File: config.mk
export PLATFORM = sky130hd
export DESIGN_NAME = gain_trim_search
export DESIGN_NICKNAME = d
export VERILOG_FILES = /design/src/rtl/gts_pkg.sv /design/src/rtl/gts_seq.sv /design/src/rtl/gts_cmp.sv /design/src/rtl/gts_trim.sv /design/src/rtl/gain_trim_search.sv
export SDC_FILE = /design/constraint.sdc
export NUM_CORES = 1
export LEC_CHECK = 0
export BUFFER_PORTS_ARGS = -buffer_cell sky130_fd_sc_hd__buf_4
export CAP_MARGIN = 20
export CORE_MARGIN = 4
export CORE_UTILIZATION = 55
export CTS_BUF_LIST = sky130_fd_sc_hd__clkbuf_16
export CTS_CLUSTER_DIAMETER = 80
export DETAILED_ROUTE_END_ITERATION = 16
export HOLD_SLACK_MARGIN = 0.08
export PLACE_DENSITY = 0.95
export SLEW_MARGIN = 20
export SYNTH_ARGS = -nofsm -noshare
export SYNTH_HDL_FRONTEND = slang
export SYNTH_SLANG_ARGS = --single-unit
File: constraint.sdc
create_clock -name clk -period 3.1 [get_ports clk]
set_clock_uncertainty 0.2 [all_clocks]
set_input_delay 0.775 -clock clk [delete_from_list [all_inputs] [get_ports clk]]
set_output_delay 0.775 -clock clk [all_outputs]
set_load 0.005 [all_outputs]
File: src/rtl/gts_pkg.sv
package gts_pkg;
  typedef enum logic [1:0] {
    GTS_IDLE = 2'd0,
    GTS_REQ  = 2'd1,
    GTS_WAIT = 2'd2
  } gts_state_e;
endpackage

File: src/rtl/gts_seq.sv
module gts_seq
  import gts_pkg::*;
(
  input  logic       clk,
  input  logic       rst_n,
  input  logic       start_ok,
  input  logic       req_ready,
  input  logic       res_valid,
  input  logic       last_bit,
  output gts_state_e state,
  output logic       load,
  output logic       advance,
  output logic       finish
);
  gts_state_e state_q, state_d;

  assign state   = state_q;
  assign load    = (state_q == GTS_IDLE) && start_ok;
  assign advance = (state_q == GTS_WAIT) && res_valid;
  assign finish  = advance && last_bit;

  always_comb begin
    state_d = state_q;
    unique case (state_q)
      GTS_IDLE: if (start_ok)  state_d = GTS_REQ;
      GTS_REQ:  if (req_ready) state_d = GTS_WAIT;
      GTS_WAIT: if (res_valid) state_d = last_bit ? GTS_IDLE : GTS_REQ;
      default:                 state_d = GTS_IDLE;
    endcase
  end

  always_ff @(posedge clk or negedge rst_n) begin
    if (!rst_n) state_q <= GTS_IDLE;
    else        state_q <= state_d;
  end
endmodule

File: src/rtl/gts_cmp.sv
module gts_cmp #(
  parameter int DATA_W = 12
) (
  input  logic [DATA_W-1:0] result,
  input  logic [DATA_W-1:0] target,
  input  logic              neg_mode,
  output logic              keep
);
  logic at_or_below;
  logic at_or_above;

  assign at_or_below = (result <= target);
  assign at_or_above = (result >= target);
  assign keep        = neg_mode ? at_or_above : at_or_below;
endmodule

File: src/rtl/gts_trim.sv
module gts_trim #(
  parameter int TRIM_W = 7
) (
  input  logic              clk,
  input  logic              rst_n,
  input  logic              load,
  input  logic              advance,
  input  logic              keep,
  output logic [TRIM_W-1:0] trim,
  output logic              last_bit
);
  localparam logic [TRIM_W-1:0] MSB_ONEHOT = {1'b1, {(TRIM_W-1){1'b0}}};

  logic [TRIM_W-1:0] ptr_q;
  logic [TRIM_W-1:0] trim_q;
  logic [TRIM_W-1:0] ptr_next;
  logic [TRIM_W-1:0] trim_step;

  assign ptr_next = ptr_q >> 1;
  assign last_bit = ptr_q[0];
  assign trim     = trim_q;

  for (genvar b = 0; b < TRIM_W; b++) begin : g_bit
    always_comb begin
      if (ptr_q[b])         trim_step[b] = keep;
      else if (ptr_next[b]) trim_step[b] = 1'b1;
      else                  trim_step[b] = trim_q[b];
    end
  end

  always_ff @(posedge clk or negedge rst_n) begin
    if (!rst_n) begin
      ptr_q  <= '0;
      trim_q <= '0;
    end else if (load) begin
      ptr_q  <= MSB_ONEHOT;
      trim_q <= MSB_ONEHOT;
    end else if (advance) begin
      ptr_q  <= ptr_next;
      trim_q <= trim_step;
    end
  end
endmodule

File: src/rtl/gain_trim_search.sv
module gain_trim_search
  import gts_pkg::*;
#(
  parameter int TRIM_W = 7,
  parameter int DATA_W = 12
) (
  input  logic              clk,
  input  logic              rst_n,
  input  logic              start_i,
  input  logic              offset_done_i,
  input  logic              neg_mode_i,
  input  logic [DATA_W-1:0] target_i,
  output logic              conv_valid_o,
  input  logic              conv_ready_i,
  output logic              cal_en_o,
  output logic [TRIM_W-1:0] trim_o,
  input  logic              res_valid_i,
  input  logic [DATA_W-1:0] res_data_i,
  output logic              res_ready_o,
  output logic              busy_o,
  output logic              done_o
);
  gts_state_e        state;
  logic              load, advance, finish, keep, last_bit;
  logic              neg_q, done_q;
  logic [DATA_W-1:0] target_q;

  gts_seq u_seq (
    .clk       (clk),
    .rst_n     (rst_n),
    .start_ok  (start_i && offset_done_i),
    .req_ready (conv_ready_i),
    .res_valid (res_valid_i),
    .last_bit  (last_bit),
    .state     (state),
    .load      (load),
    .advance   (advance),
    .finish    (finish)
  );

  gts_cmp #(.DATA_W(DATA_W)) u_cmp (
    .result   (res_data_i),
    .target   (target_q),
    .neg_mode (neg_q),
    .keep     (keep)
  );

  gts_trim #(.TRIM_W(TRIM_W)) u_trim (
    .clk      (clk),
    .rst_n    (rst_n),
    .load     (load),
    .advance  (advance),
    .keep     (keep),
    .trim     (trim_o),
    .last_bit (last_bit)
  );

  always_ff @(posedge clk or negedge rst_n) begin
    if (!rst_n) begin
      neg_q    <= 1'b0;
      target_q <= '0;
      done_q   <= 1'b0;
    end else begin
      done_q <= finish;
      if (load) begin
        neg_q    <= neg_mode_i;
        target_q <= target_i;
      end
    end
  end

  assign busy_o       = (state != GTS_IDLE);
  assign cal_en_o     = busy_o;
  assign conv_valid_o = (state == GTS_REQ);
  assign res_ready_o  = (state == GTS_WAIT);
  assign done_o       = done_q;
endmodule

==> flow_summary.json <==
{
  "status": "complete, no violations",
  "fin_crit_ns": 2.54,
  "total_leakage_power_nw": 1.00,
  "reg2reg_to": "u_trim.trim[1]$_DFFE_PN0P_",
  "worst_pin_slew_ns": 0.668,
  "max_freq_mhz": 394,
  "rows": 18,
  "worstReg2RegStart": "target_q[11]$_DFFE_PN0P_",
  "dieWidth_um": 60.8,
  "n_fill_cell": 163,
  "max-vdd-ir-drop_mv": 0.693,
  "crit_buf_inv": 1,
  "path_delay_family": "compound AO/OA/AOI/OAI gates",
  "period_share": 0.818,
  "reg2reg_slack_ns": 0.81,
  "rsz0062_at_grt": "no",
  "ant_nets": 0,
  "syn-num-nets": 206,
  "crit_arrival_ns": 2.46,
  "finalWirelength_um": 3840,
  "ys_seq_area_frac": 0.490,
  "start_kind": "input pin",
  "dp_hpwl_um": 2660,
  "grt_overflow": 0,
  "cts.clk_slew.worst_paths_ns": 0.05,
  "grt_max_degree": 31,
  "initial_core_util": 0.597,
  "grt_pass1_wl_um": 6330,
  "insertion_delay_ns": 0.28,
  "numPortBuffers": 42,
  "maxCapViolCount": 0,
  "yosysWarningCount": 0,
  "slowest_delay_ns": 0.47,
  "internal_power_mw": 1.14,
  "antenna_found_initial": 0,
  "wire_per_inst_um": 16.2,
  "crit_required_ns": 3.02,
  "path_class": "input pin to register",
  "setup_viol": 0,
  "final_common_cell": "buf_4",
  "clkPwrFrac": 0.260,
  "numCtsBuffers": 5,
  "grt.total_usage": 0.239,
  "netlist_instances": 163,
  "swShare": 0.352,
  "timing.final.ws_setup_ns": 0.563,
  "synthFlopType": "dfrtp_1",
  "die_height_um": 60.8,
  "diodes": 0,
  "hold_viol": 0,
  "fin_cells": 237,
  "remaining_drc_errors": 0,
  "place_congestion": 0.834,
  "cts_resized": 0,
  "synth_edf_count": 0,
  "synth_area_per_cell_um2": 9.40,
  "detail_route.vias_per_cell": 5.69,
  "synth_area_um2": 1530,
  "core_area_um2": 2570,
  "cts_setup_buffers": 0,
  "path_max_fanout": 7,
  "holdBufCountCts": 0,
  "p_switching_uw": 617,
  "slowest_stage": "xnor2_1",
  "synth-async-reset-ratio": 1.00,
  "report.power.total_mw": 1.75,
  "r2r_cells": 7,
  "cts-root-buf": "clkbuf_16",
  "worstPathCellList": "buf_4, ha_1, nand4_1, a211oi_2, a2111oi_4, xnor2_1, a32oi_1",
  "ctsLongestPathBuffers": 2,
  "drive_above_1_share": 0.271,
  "htree_levels": 2,
  "io_pins": 43,
  "dp.cells": 229,
  "synth.distinct_cells": 30,
  "drv_slew": 0,
  "die_area_um2": 3700,
  "drtIter0Drc": 67,
  "fin_tns_setup_ns": 0,
  "cts_tree": "yes",
  "combPwrFrac": 0.390,
  "mostFrequentLayoutCells": "43 x buf_4, 31 x nand2_1, 30 x dfrtp_1",
  "dp_slack_ns": 0.302,
  "power_density_nw_per_um2": 875,
  "pwr-share-seq": 0.350,
  "final_nets": 249,
  "cp-end-kind": "register",
  "drt-pass1-iter-count": 4,
  "area_delta_synth_final_pct": 30.8,
  "hp-class": "input pin to async pin",
  "slew_headroom": 0.553,
  "synth-seq-cells": 30,
  "vias": 1348,
  "grt_pass1_vias": 1403,
  "cts.sinks": 30
}
[worst reg2reg max path: stages, from the launching register on]
cell and delay, ns:
dfrtp_1 0.32, inv_1 0.05, ha_1 0.33, nand4_1 0.19, a211oi_2 0.31, a2111oi_4 0.09
xnor2_1 0.47, a32oi_1 0.19
[cells in the mapped netlist (2+ instances only)]
master,n,area [um2]
nor2_1,10,37.5
a32oi_1,2,17.5
ha_1,12,150
a21o_1,4,30.0
nand2_1,31,116
and2_1,2,12.5
o21ai_0,19,95.1
dfrtp_1,30,751
clkbuf_1,5,18.8
nand4_1,3,18.8
a31oi_1,5,31.3
a21oi_1,8,40.0
inv_1,13,48.8
or2_2,2,12.5
and3_1,2,12.5
[how the worst max path moves through the flow]
stage	start	to	slack, ns	cells after the start
floorplan	res_data_i[9]	u_trim.trim[1]$_DFFE_PN0P_	0.60	6
global placement	res_data_i[11]	u_trim.trim[1]$_DFFE_PN0P_	0.37	7
detailed placement	res_data_i[1]	u_trim.trim[5]$_DFFE_PN0P_	0.30	8
CTS	res_data_i[1]	u_trim.trim[5]$_DFFE_PN0P_	0.57	8
global route	res_data_i[1]	u_trim.trim[1]$_DFFE_PN0P_	0.42	8
finish	res_data_i[11]	u_trim.trim[1]$_DFFE_PN0P_	0.56	7
[flip-flops by register name (all words and copies together) (netlist names)]
signal / count
done_o: 1
neg_q: 1
target_q: 12
u_seq.state: 2
u_trim.ptr_q: 7
u_trim.trim: 7
[metrics by stage]
stage          hold WS [ns]  instance area, um2  utilization
6_report              0.224                2000        0.781
5_1_grt               0.251                2000        0.781
4_1_cts               0.233                2000        0.781
3_5_place_dp          0.265                1860        0.726
3_3_place_gp          0.253                1860        0.726
2_1_floorplan         0.239                1530            -
[final cells by class]
| class | instances | area [um2] | share of cell area |
|---|---|---|---|
| timing repair buffer | 43 | 323 | 0.161 |
| tap | 30 | 37.5 | 0.0187 |
| clock buffer | 5 | 125 | 0.0624 |
| sequential | 30 | 751 | 0.375 |
| clock inverter | 3 | 16.3 | 0.00811 |
| multi-input combinational | 113 | 703 | 0.351 |
| inverter | 13 | 48.8 | 0.0243 |
[metal layers]
metal	part of all wire	wire, um	track usage	vias up
met5	0	0	0	-
met1	0.38	1450	0.270	636
met2	0.53	2030	0.429	60
li1	-	-	-	637
met4	0.026	100	0.102	0
met3	0.070	269	0.0553	15
[cell families (layout without fill, tap and decap cells)]
family	Yosys count	count (layout)	synth area share
compound gates	43	43	0.184
xor+xnor	1	1	0.00572
fa+ha+maj	12	12	0.0980
buf+inv	20	64	0.0514
flops	30	30	0.490
simple gates	57	57	0.171
[power groups by stage]
stage	Sequential, mW	Combinational, mW	Clock, mW
3_5_place_dp	0.615	0.658	0
3_3_place_gp	0.609	0.612	0
2_1_floorplan	0.599	0.441	0
4_1_cts	0.611	0.686	0.460
5_1_grt	0.630	0.765	0.473
6_report	0.614	0.685	0.456
No activity file was read; power rests on OpenSTA's default activity.
